`src/rtl/ext_bus_strobe_gen.sv`:
```
module ext_bus_strobe_gen (
  input  logic       clk,
  input  logic       rst,
  input  logic       ext_exec,
  input  logic       xdata_acc,
  input  logic       table_rd,
  input  logic       ale_dis,
  output logic       ale,
  output logic       psen_n,
  output logic [2:0] state,
  output logic       phase
);
  localparam logic [2:0] LAST_ST  = 3'd5;
  localparam logic [2:0] EARLY_ST = 3'd0;
  localparam logic [2:0] LATE_ST  = 3'd3;

  logic [2:0] st;
  logic       ph;
  logic       ext_q, xd_q, tb_q, dis_q;
  logic       cyc_end;

  assign cyc_end = ph && (st == LAST_ST);

  always_ff @(posedge clk) begin
    if (rst) begin
      st    <= 3'd0;
      ph    <= 1'b0;
      ext_q <= 1'b0;
      xd_q  <= 1'b0;
      tb_q  <= 1'b0;
      dis_q <= 1'b0;
    end else begin
      ph <= ~ph;
      if (ph) st <= (st == LAST_ST) ? 3'd0 : st + 3'd1;
      if (cyc_end) begin
        ext_q <= ext_exec;
        xd_q  <= xdata_acc;
        tb_q  <= table_rd;
        dis_q <= ale_dis;
      end
    end
  end

  logic ale_slot, ale_hold, fetch_slot;

  assign ale_slot   = ph && (((st == EARLY_ST) && !xd_q) || (st == LATE_ST));
  assign ale_hold   = dis_q && !ext_q && !xd_q && !tb_q;
  assign fetch_slot = (st == 3'd1) || (st == 3'd2) || (st == 3'd4) || (st == 3'd5);

  assign ale    = ale_hold || ale_slot;
  assign psen_n = !(ext_q && !xd_q && fetch_slot);
  assign state  = st;
  assign phase  = ph;

  p_phase_toggle_r1: assert property (@(posedge clk) disable iff (rst)
    1'b1 |=> (phase != $past(phase)));

  p_state_step_r1: assert property (@(posedge clk) disable iff (rst)
    phase |=> (state == (($past(state) == LAST_ST) ? 3'd0 : $past(state) + 3'd1)));

  p_state_hold_r1: assert property (@(posedge clk) disable iff (rst)
    !phase |=> $stable(state));

  p_ale_rise_r2: assert property (@(posedge clk) disable iff (rst)
    $rose(ale) |-> (phase || (state == 3'd0 && !phase)));

  p_strobe_excl_r4: assert property (@(posedge clk) disable iff (rst)
    !(ale && !psen_n));

  p_fetch_width_r4: assert property (@(posedge clk) disable iff (rst)
    $fell(psen_n) |=> !psen_n);

  p_flags_held_r9: assert property (@(posedge clk) disable iff (rst)
    !cyc_end |=> ($stable(xd_q) && $stable(ext_q) && $stable(tb_q) && $stable(dis_q)));
endmodule

```
`config.mk`:
```
export PLATFORM = sky130hd
export DESIGN_NAME = ext_bus_strobe_gen
export DESIGN_NICKNAME = d
export VERILOG_FILES = /design/src/rtl/ext_bus_strobe_gen.sv
export SDC_FILE = /design/constraint.sdc
export NUM_CORES = 1
export LEC_CHECK = 0
export ABC_CLOCK_PERIOD_IN_PS = 1900
export BUFFER_PORTS_ARGS = -buffer_cell sky130_fd_sc_hd__buf_2
export CAP_MARGIN = 20
export CORE_AREA = 2 2 39 41
export DETAILED_ROUTE_END_ITERATION = 7
export DIE_AREA = 0 0 41 43
export GPL_ROUTABILITY_DRIVEN = 0
export HOLD_SLACK_MARGIN = 0.1
export SYNTH_ARGS = -nofsm -noshare
export SYNTH_HDL_FRONTEND = slang
export SYNTH_SLANG_ARGS = --single-unit
```
`constraint.sdc`:
```
create_clock -name clk -period 1.9 [get_ports clk]
set_clock_uncertainty 0.2 [all_clocks]
set_input_delay 0.19 -clock clk [delete_from_list [all_inputs] [get_ports clk]]
set_output_delay 0.19 -clock clk [all_outputs]
set_load 0.05 [all_outputs]
```
======== Yosys cells after proc, flatten, opt, wreduce, memory -nomap -nowiden ========
Cells that the tools add are included.
storage, ports and cells
  register bits after elaboration ......... 8
  input port bits ......................... 6
  output and inout bits ................... 6
cells by class
  $add $sub $neg .......................... 1
  equality and inequality tests ........... 5
  muxes and demuxes ....................... 1
  bitwise logic cells ..................... 1
  reduce and logical (&&, ||, !) cells .... 18
operator list
  cell                                                              count
  1-bit logical AND                                                 8
  3-bit by 2-bit == test with 1-bit output (second input constant)  2
  3-bit == test (second input constant)                             2
  1-bit logical OR                                                  5
  1-bit zero test                                                   4
  3-bit by 1-bit adder with 3-bit output (second input constant)    1
  3-bit by 1-bit == test with 1-bit output (second input constant)  1
  3-bit zero test                                                   1
  3-bit two-way mux                                                 1
  1-bit inverter                                                    1

======== Logic depth before layout (Yosys ltp) ========
Gate-level depths: netlist (run 1).
  word-level depth ........................ 6
  gate-level depth with buffers ........... 4

======== Least setup slack after synthesis (run 1) ========
OpenSTA, ideal clock, no wires.
  path type ............................... flip-flop to output port
  start point ............................. register ph (netlist: phase)
  end point ............................... output port ale
  data arrival time ....................... 1.770 ns
  data required time ...................... 1.510 ns
  setup slack ............................. -0.260 ns
  stages on the path, launching flop included .. 4
  buffers on the path ..................... 1
  path through ............................ dfxtp_1 -> buf_6 -> or4b_1 -> o211ai_2
on the way
  longest elaborated chain between the ends .. 2
ends and longest elaborated chain
  what                    line  text
  from (decl)             18    logic ph;
  from (signal assigned)  33    ph <= ~ph;
  1-bit logical AND       46    assign ale_slot = ph && (((st == EARLY_ST) && !xd_q) || (st == LATE_ST));
  1-bit logical OR        50    assign ale = ale_hold || ale_slot;
  to (decl)               8     output logic ale,
Every way passes these cells.

======== Final worst setup path (run 1) ========
  start point ............................. register st[0] (netlist: state[0])
  end point ............................... output port ale
on the way
  longest elaborated chain between the ends .. 5
  elaborated cells on any way between the ends .. 6
  those cells by class .................... eq/ne (1); reduce/logical (5)
ends and longest elaborated chain
  what                    line  text
  from (decl)             17    logic [2:0] st;
  from (signal assigned)  34    if (ph) st <= (st == LAST_ST) ? 3'd0 : st + 3'd1;
  3-bit zero test         46
  1-bit logical AND       46
  1-bit logical OR *      46
  1-bit logical AND *     46
  1-bit logical OR *      50
Mark *: on every way between the ends. The rest lies on a longest branch, timed or not.

==> results_dict.tcl, run 1 <==
set metrics [dict create \
    hp-class "reg -> reg" \
    core_mm2 0.00138 \
    setup_viol 0 \
    p_per_area_mw_per_mm2 704 \
    yosys_warnings 0 \
    cp-start-kind "register" \
    antenna_cells 0 \
    die_h_um 43 \
    dr.pass1.iters 4 \
    clockBufferDepth 2 \
    drt_iter0_markers 5 \
    dp_hpwl_um 558 \
    htreeDepth 1 \
    grt_pass1_vias 332 \
    arrival_ns 1.49 \
    crit_family "simple AND/OR/NAND/NOR gates" \
    cts.sinks 8 \
    pwr-share-comb 0.249 \
    power_frac_clock 0.326 \
    synth_top_area_cell "dfxtp_1" \
    start_util 0.313 \
    finalMaxSlewViolations 0 \
    grt_overflow_total 0 \
    dp.cells 67 \
    vias_per_cell 4.56 \
    netlist.area_leader.share 0.370 \
    multi_input_area_um2 262 \
    p_switching_uw 130 \
    grt_pass1_wl_mm 1.34 \
    power.leakage_nw 0.242 \
    regArea_um2 169 \
    p_sw_frac 0.300 \
    final_cells 78 \
    crit_buf_inv 1 \
    syn-num-nets 49 \
    drive_gt1_frac 0.387 \
    maxCapViolations 0 \
    fin_nets 70 \
    ys_seq_area_frac 0.370 \
    cts_made_buffers 3 \
    power_uw 434 \
    fin_crit_ns 1.88 \
    critical-path-slowest-cell "or4b_4" \
    worstPathRequired_ns 1.51 \
    intPower_uw 304 \
    die_area_mm2 0.00176 \
    netlist_top_cells_area "dfxtp_1 (37%), nand2b_1 (12%), mux2i_1 (9.2%)" \
    ys_ff_latch 8 \
    finalCritPeriodShare 0.992 \
    cts_tree "built" \
    hold_violations 0 \
    io_pins 12 \
    antenna_found_initial 0 \
    outcome "finished clean" \
    slew_headroom 0.771 \
    end_kind "output pin" \
    num_vias 356 \
    syn_inst 42 \
    routed_wl_um 842 \
    utilization 0.446 \
    root_buffer "clkbuf_4" \
    worstSetupPathType "reg -> out" \
    syn-cell-area_um2 433 \
    fillers 149 \
    peakVddDrop_mv 0.195 \
    die_w_um 41 \
    ys_types 22 \
    seq_power_share 0.425 \
    clock_latency_ns 0.25 \
    clkSlewWorstSetupHoldPaths_ns 0.06 \
    max_stage_delay_ns 0.53 \
    drc 0 \
    syn-mean-instance-area_um2 10.3 \
    tightest_slew_ns 0.343 \
    wl_per_cell_um 10.8 \
    cp_max_fo 9 \
    grt_max_degree 13 \
    grt_usage 0.121 \
    port_buffers 11 \
    ant_nets 0 \
    max_freq_mhz 531 \
    rsz0062_at_grt "yes" \
    synthToLayoutAreaGrowth_pct 42.5 \
    rows 14 \
    crit_chain "or4b_4 > o211ai_4 > buf_6" \
]
## flip-flops by register name, summed over array words and instances (netlist names)
name,cells
dis_q,1
state,3
xd_q,1
phase,1
ext_q,1
tb_q,1
## synthesized netlist by cell type
cell       n
a21bo_2    1
o211ai_2   1
mux2i_1    4
nand2_1    1
buf_2      1
and2_1     1
clkbuf_1   1
nand4b_1   1
buf_6      1
and4b_1    1
a2111oi_4  1
or4b_1     2
o21ai_0    1
nand4bb_1  1
xnor2_1    1
dfxtp_1    8
inv_1      1
nand2b_1   8
or3_1      1
ha_1       1
a21oi_1    1
nor2_1     3
## power groups by stage
stage	clock (mW)	sequential, mW	combinational (mW)
after global routing	0.158	0.186	0.117
final	0.142	0.185	0.108
after detailed placement	0	0.190	0.0901
after global placement	0	0.189	0.0901
after floorplan	0	0.212	0.0506
after CTS	0.143	0.185	0.108
## cell usage in the layout (no fill, tap or decap), types with 2 or more instances in the layout
cell type and n:
buf_2 9, nand2b_1 8, dfxtp_1 5, dlygate4sd3_1 5, mux2i_1 4, clkbuf_4 4
nor2_1 3, buf_4 3, dfxtp_4 2
## cells by family after synthesis
group,share of synthesized area
and+or+nand+nor,0.295
AOI/OAI and AO/OA,0.139
xor gates and xnor gates,0.0202
adders and majority gates,0.0289
muxes,0.0925
DFF,0.370
buffers and inverters,0.0549
## metrics by stage
stage	setup slack [ns]	setup TNS (ns)	hold WS [ns]	area, um^2
after global routing	-0.0466	-0.0466	0.300	617
after global placement	0.156	0	0.256	510
after floorplan	0.0367	0	0.145	448
final	0.0154	0	0.264	617
after detailed placement	0.142	0	0.259	510
after CTS	0.0201	0	0.270	614
## area by class of cell
type	instances	share of cell area
timing repair buffer	19	0.221
tap	16	0.0325
clock buffer	4	0.0426
inverter	1	0.00609
sequential	8	0.274
multi-input combinational	30	0.424
## worst paths after layout
path	cells after the start	to	slack (ns)	start
worst max-delay path	3	ale	0.02	state[0]
worst min-delay path	2	dis_q	0.26	dis_q
worst max register to register	3	state[2]	0.44	state[1]
worst min register to register	2	dis_q	0.26	dis_q
## what timing repair did
action,4_1_cts,5_1_grt
hold buffers,5,0
resized for setup,4,1
setup buffers,2,0
pin swaps,1,0
endpoints found under the hold margin,8,0
endpoints found under the setup margin,1,2
## per-layer routing
| layer | track usage | vias to the layer above | part of all wire |
|---|---|---|---|
| met5 | 0 | - | 0 |
| met4 | 0.120 | 0 | 0.023 |
| met3 | 0.0314 | 2 | 0.036 |
| met2 | 0.181 | 7 | 0.49 |
| met1 | 0.123 | 158 | 0.45 |
| li1 | - | 189 | - |
## tightest hold or removal path, delay by kind of cell (launching register included)
family / cells / cell delay (ns)
muxes: 1 / 0.05
DFF: 1 / 0.31
and+or+nand+nor: 1 / 0.06
Note: power is estimated with default switching activity, not from simulation.
==> run 2, diff against run 1 <==
Settings changed: ABC_CLOCK_PERIOD_IN_PS 1900 to 1600.
Clock period 1.9 ns to 1.6 ns, I/O delays scaled along.
==> run 2 against run 1 <==
The flow now finishes with violations (setup timing); total power is 23% higher; sequential cell count did not move; first-iteration DRC count is 100% lower; worst hold slack improved by 0.011 ns; sequential share of layout area is 1.9 points lower; cell count increased by 3.8%; utilization grew 3.0 points; combinational power is 35% higher; clock power up 23%; sequential power grew 16%; worst setup slack lost 0.23 ns; count of clock-buffer cells in the layout did not move; critical endpoint unchanged; largest cell class unchanged; largest power group unchanged.
==> results_dict.tcl, run 2 (synthesis gave the netlist of run 1 again) <==
set metrics [dict create \
    port_buffers 11 \
    vias_per_cell 4.75 \
    final_cell_mix "buf_2 (9), nand2b_1 (8), dlygate4sd3_1 (5)" \
    ff2ff_setup_slack_ns 0.06 \
    crit_buf_inv 1 \
    cts_setup_buffers 0 \
    dp_hpwl_um 636 \
    worstSetupPathType "reg -> out" \
    antenna_cells 0 \
    max_stage_delay_ns 0.54 \
    whs_endpoint "dis_q" \
    htreeDepth 1 \
    finalSetupTns_ns -0.327 \
    cts_made_buffers 3 \
    crit_family "simple AND/OR/NAND/NOR gates" \
    rows 14 \
    min_path_cells 2 \
    num_vias 385 \
    drive_gt1_frac 0.462 \
    worstPathRequired_ns 1.24 \
    hold_violations 0 \
    clock_latency_ns 0.26 \
    hp-class "reg -> reg" \
    clockBufferDepth 2 \
    wl_per_cell_um 11.4 \
    die_area_mm2 0.00176 \
    fillers 139 \
    setup_viol 2 \
    maxCapViolations 0 \
    cts.sinks 8 \
    rsz0062_at_grt "yes" \
    dr.pass1.iters 1 \
    die_h_um 43 \
    die_w_um 41 \
    io_pins 12 \
    cp_max_fo 2 \
    grt_max_degree 13 \
    slew_headroom 0.765 \
    crit_chain "or4b_4 > o211ai_4 > buf_6" \
    tightest_slew_ns 0.353 \
    grt_pass1_vias 370 \
    start_util 0.313 \
    p_per_area_mw_per_mm2 811 \
    power_uw 534 \
    finalCritPeriodShare 1.14 \
    fin_nets 73 \
    reg2reg_depth 4 \
    root_buffer "clkbuf_4" \
    regToRegEndpoint "state[2]" \
    arrival_ns 1.46 \
    cts_tree "built" \
    violations "setup timing" \
    pre_cts_ws_ns -0.0558 \
    clkSlewWorstSetupHoldPaths_ns 0.06 \
    synthToLayoutAreaGrowth_pct 52.0 \
    cp-start-kind "register" \
    finalMaxSlewViolations 0 \
    ant_nets 0 \
    drt_iter0_markers 0 \
    utilization 0.476 \
    end_kind "output pin" \
    core_mm2 0.00138 \
    min_from "dis_q" \
    largest_reg_flops 3 \
    r2r-start "state[0]" \
    drc 0 \
    grt_usage 0.136 \
    antenna_found_initial 0 \
    peakVddDrop_mv 0.334 \
    worst_slack_ns -0.217 \
    final_common_cell "buf_2" \
    startpoint "state[0]" \
    grt_pass1_wl_mm 1.58 \
    outcome "complete, but fails checks" \
    critical-path-slowest-cell "or4b_4" \
    routed_wl_um 920 \
    fin_crit_ns 1.82 \
    max_freq_mhz 550 \
    grt_overflow_total 0 \
    power.leakage_nw 0.264 \
]
## run 2: cell type report
type | instances | area (um^2) | share of cell area
Tap cell | 16 | 20.0 | 0.0304
Clock buffer | 4 | 26.3 | 0.0399
Multi-Input combinational cell | 30 | 270 | 0.411
Sequential cell | 8 | 168 | 0.255
Timing Repair Buffer | 22 | 170 | 0.259
Inverter | 1 | 3.75 | 0.00570
## run 2: stage by stage
step	hold slack [ns]	cells	cell area [um^2]
4_1_cts	0.282	81	653
3_3_place_gp	0.224	72	553
6_report	0.276	81	658
5_1_grt	0.299	81	658
2_1_floorplan	0.115	42	453
3_5_place_dp	0.230	72	553
## run 2: layer usage
layer | up-vias | part of all wire | track usage
met4 | 0 | 0.039 | 0.120
met2 | 10 | 0.48 | 0.194
met1 | 177 | 0.44 | 0.159
met3 | 4 | 0.034 | 0.0314
li1 | 194 | - | -
met5 | - | 0 | 0
## run 2: worst register-to-register path: stages, from the launching register on
cell       delay [ns]
dfxtp_2          0.32
buf_4            0.15
and2_1           0.14
ha_1             0.30
a2111oi_4        0.34
## run 2: worst max path at each step
stage	endpoint	slack, ns	cells after the start
finish	ale	-0.22	3
global route	ale	-0.25	3
CTS	ale	-0.22	3
detailed placement	ale	-0.06	3
global placement	ale	-0.04	3
floorplan	ale	-0.20	3
## run 2: repair_timing
action	in CTS	in global routing
gates resized for setup	7	1
gates cloned	0	0
pin swaps	4	0
endpoints found under the setup margin	2	2
hold endpoints to repair	8	0
hold buffers	5	0
## run 2: power by group
part	switching [mW]	internal [mW]	leakage, nW
registers	0.00486	0.209	0.0669
logic	0.0796	0.0667	0.182
clock network	0.0777	0.0960	0.0150
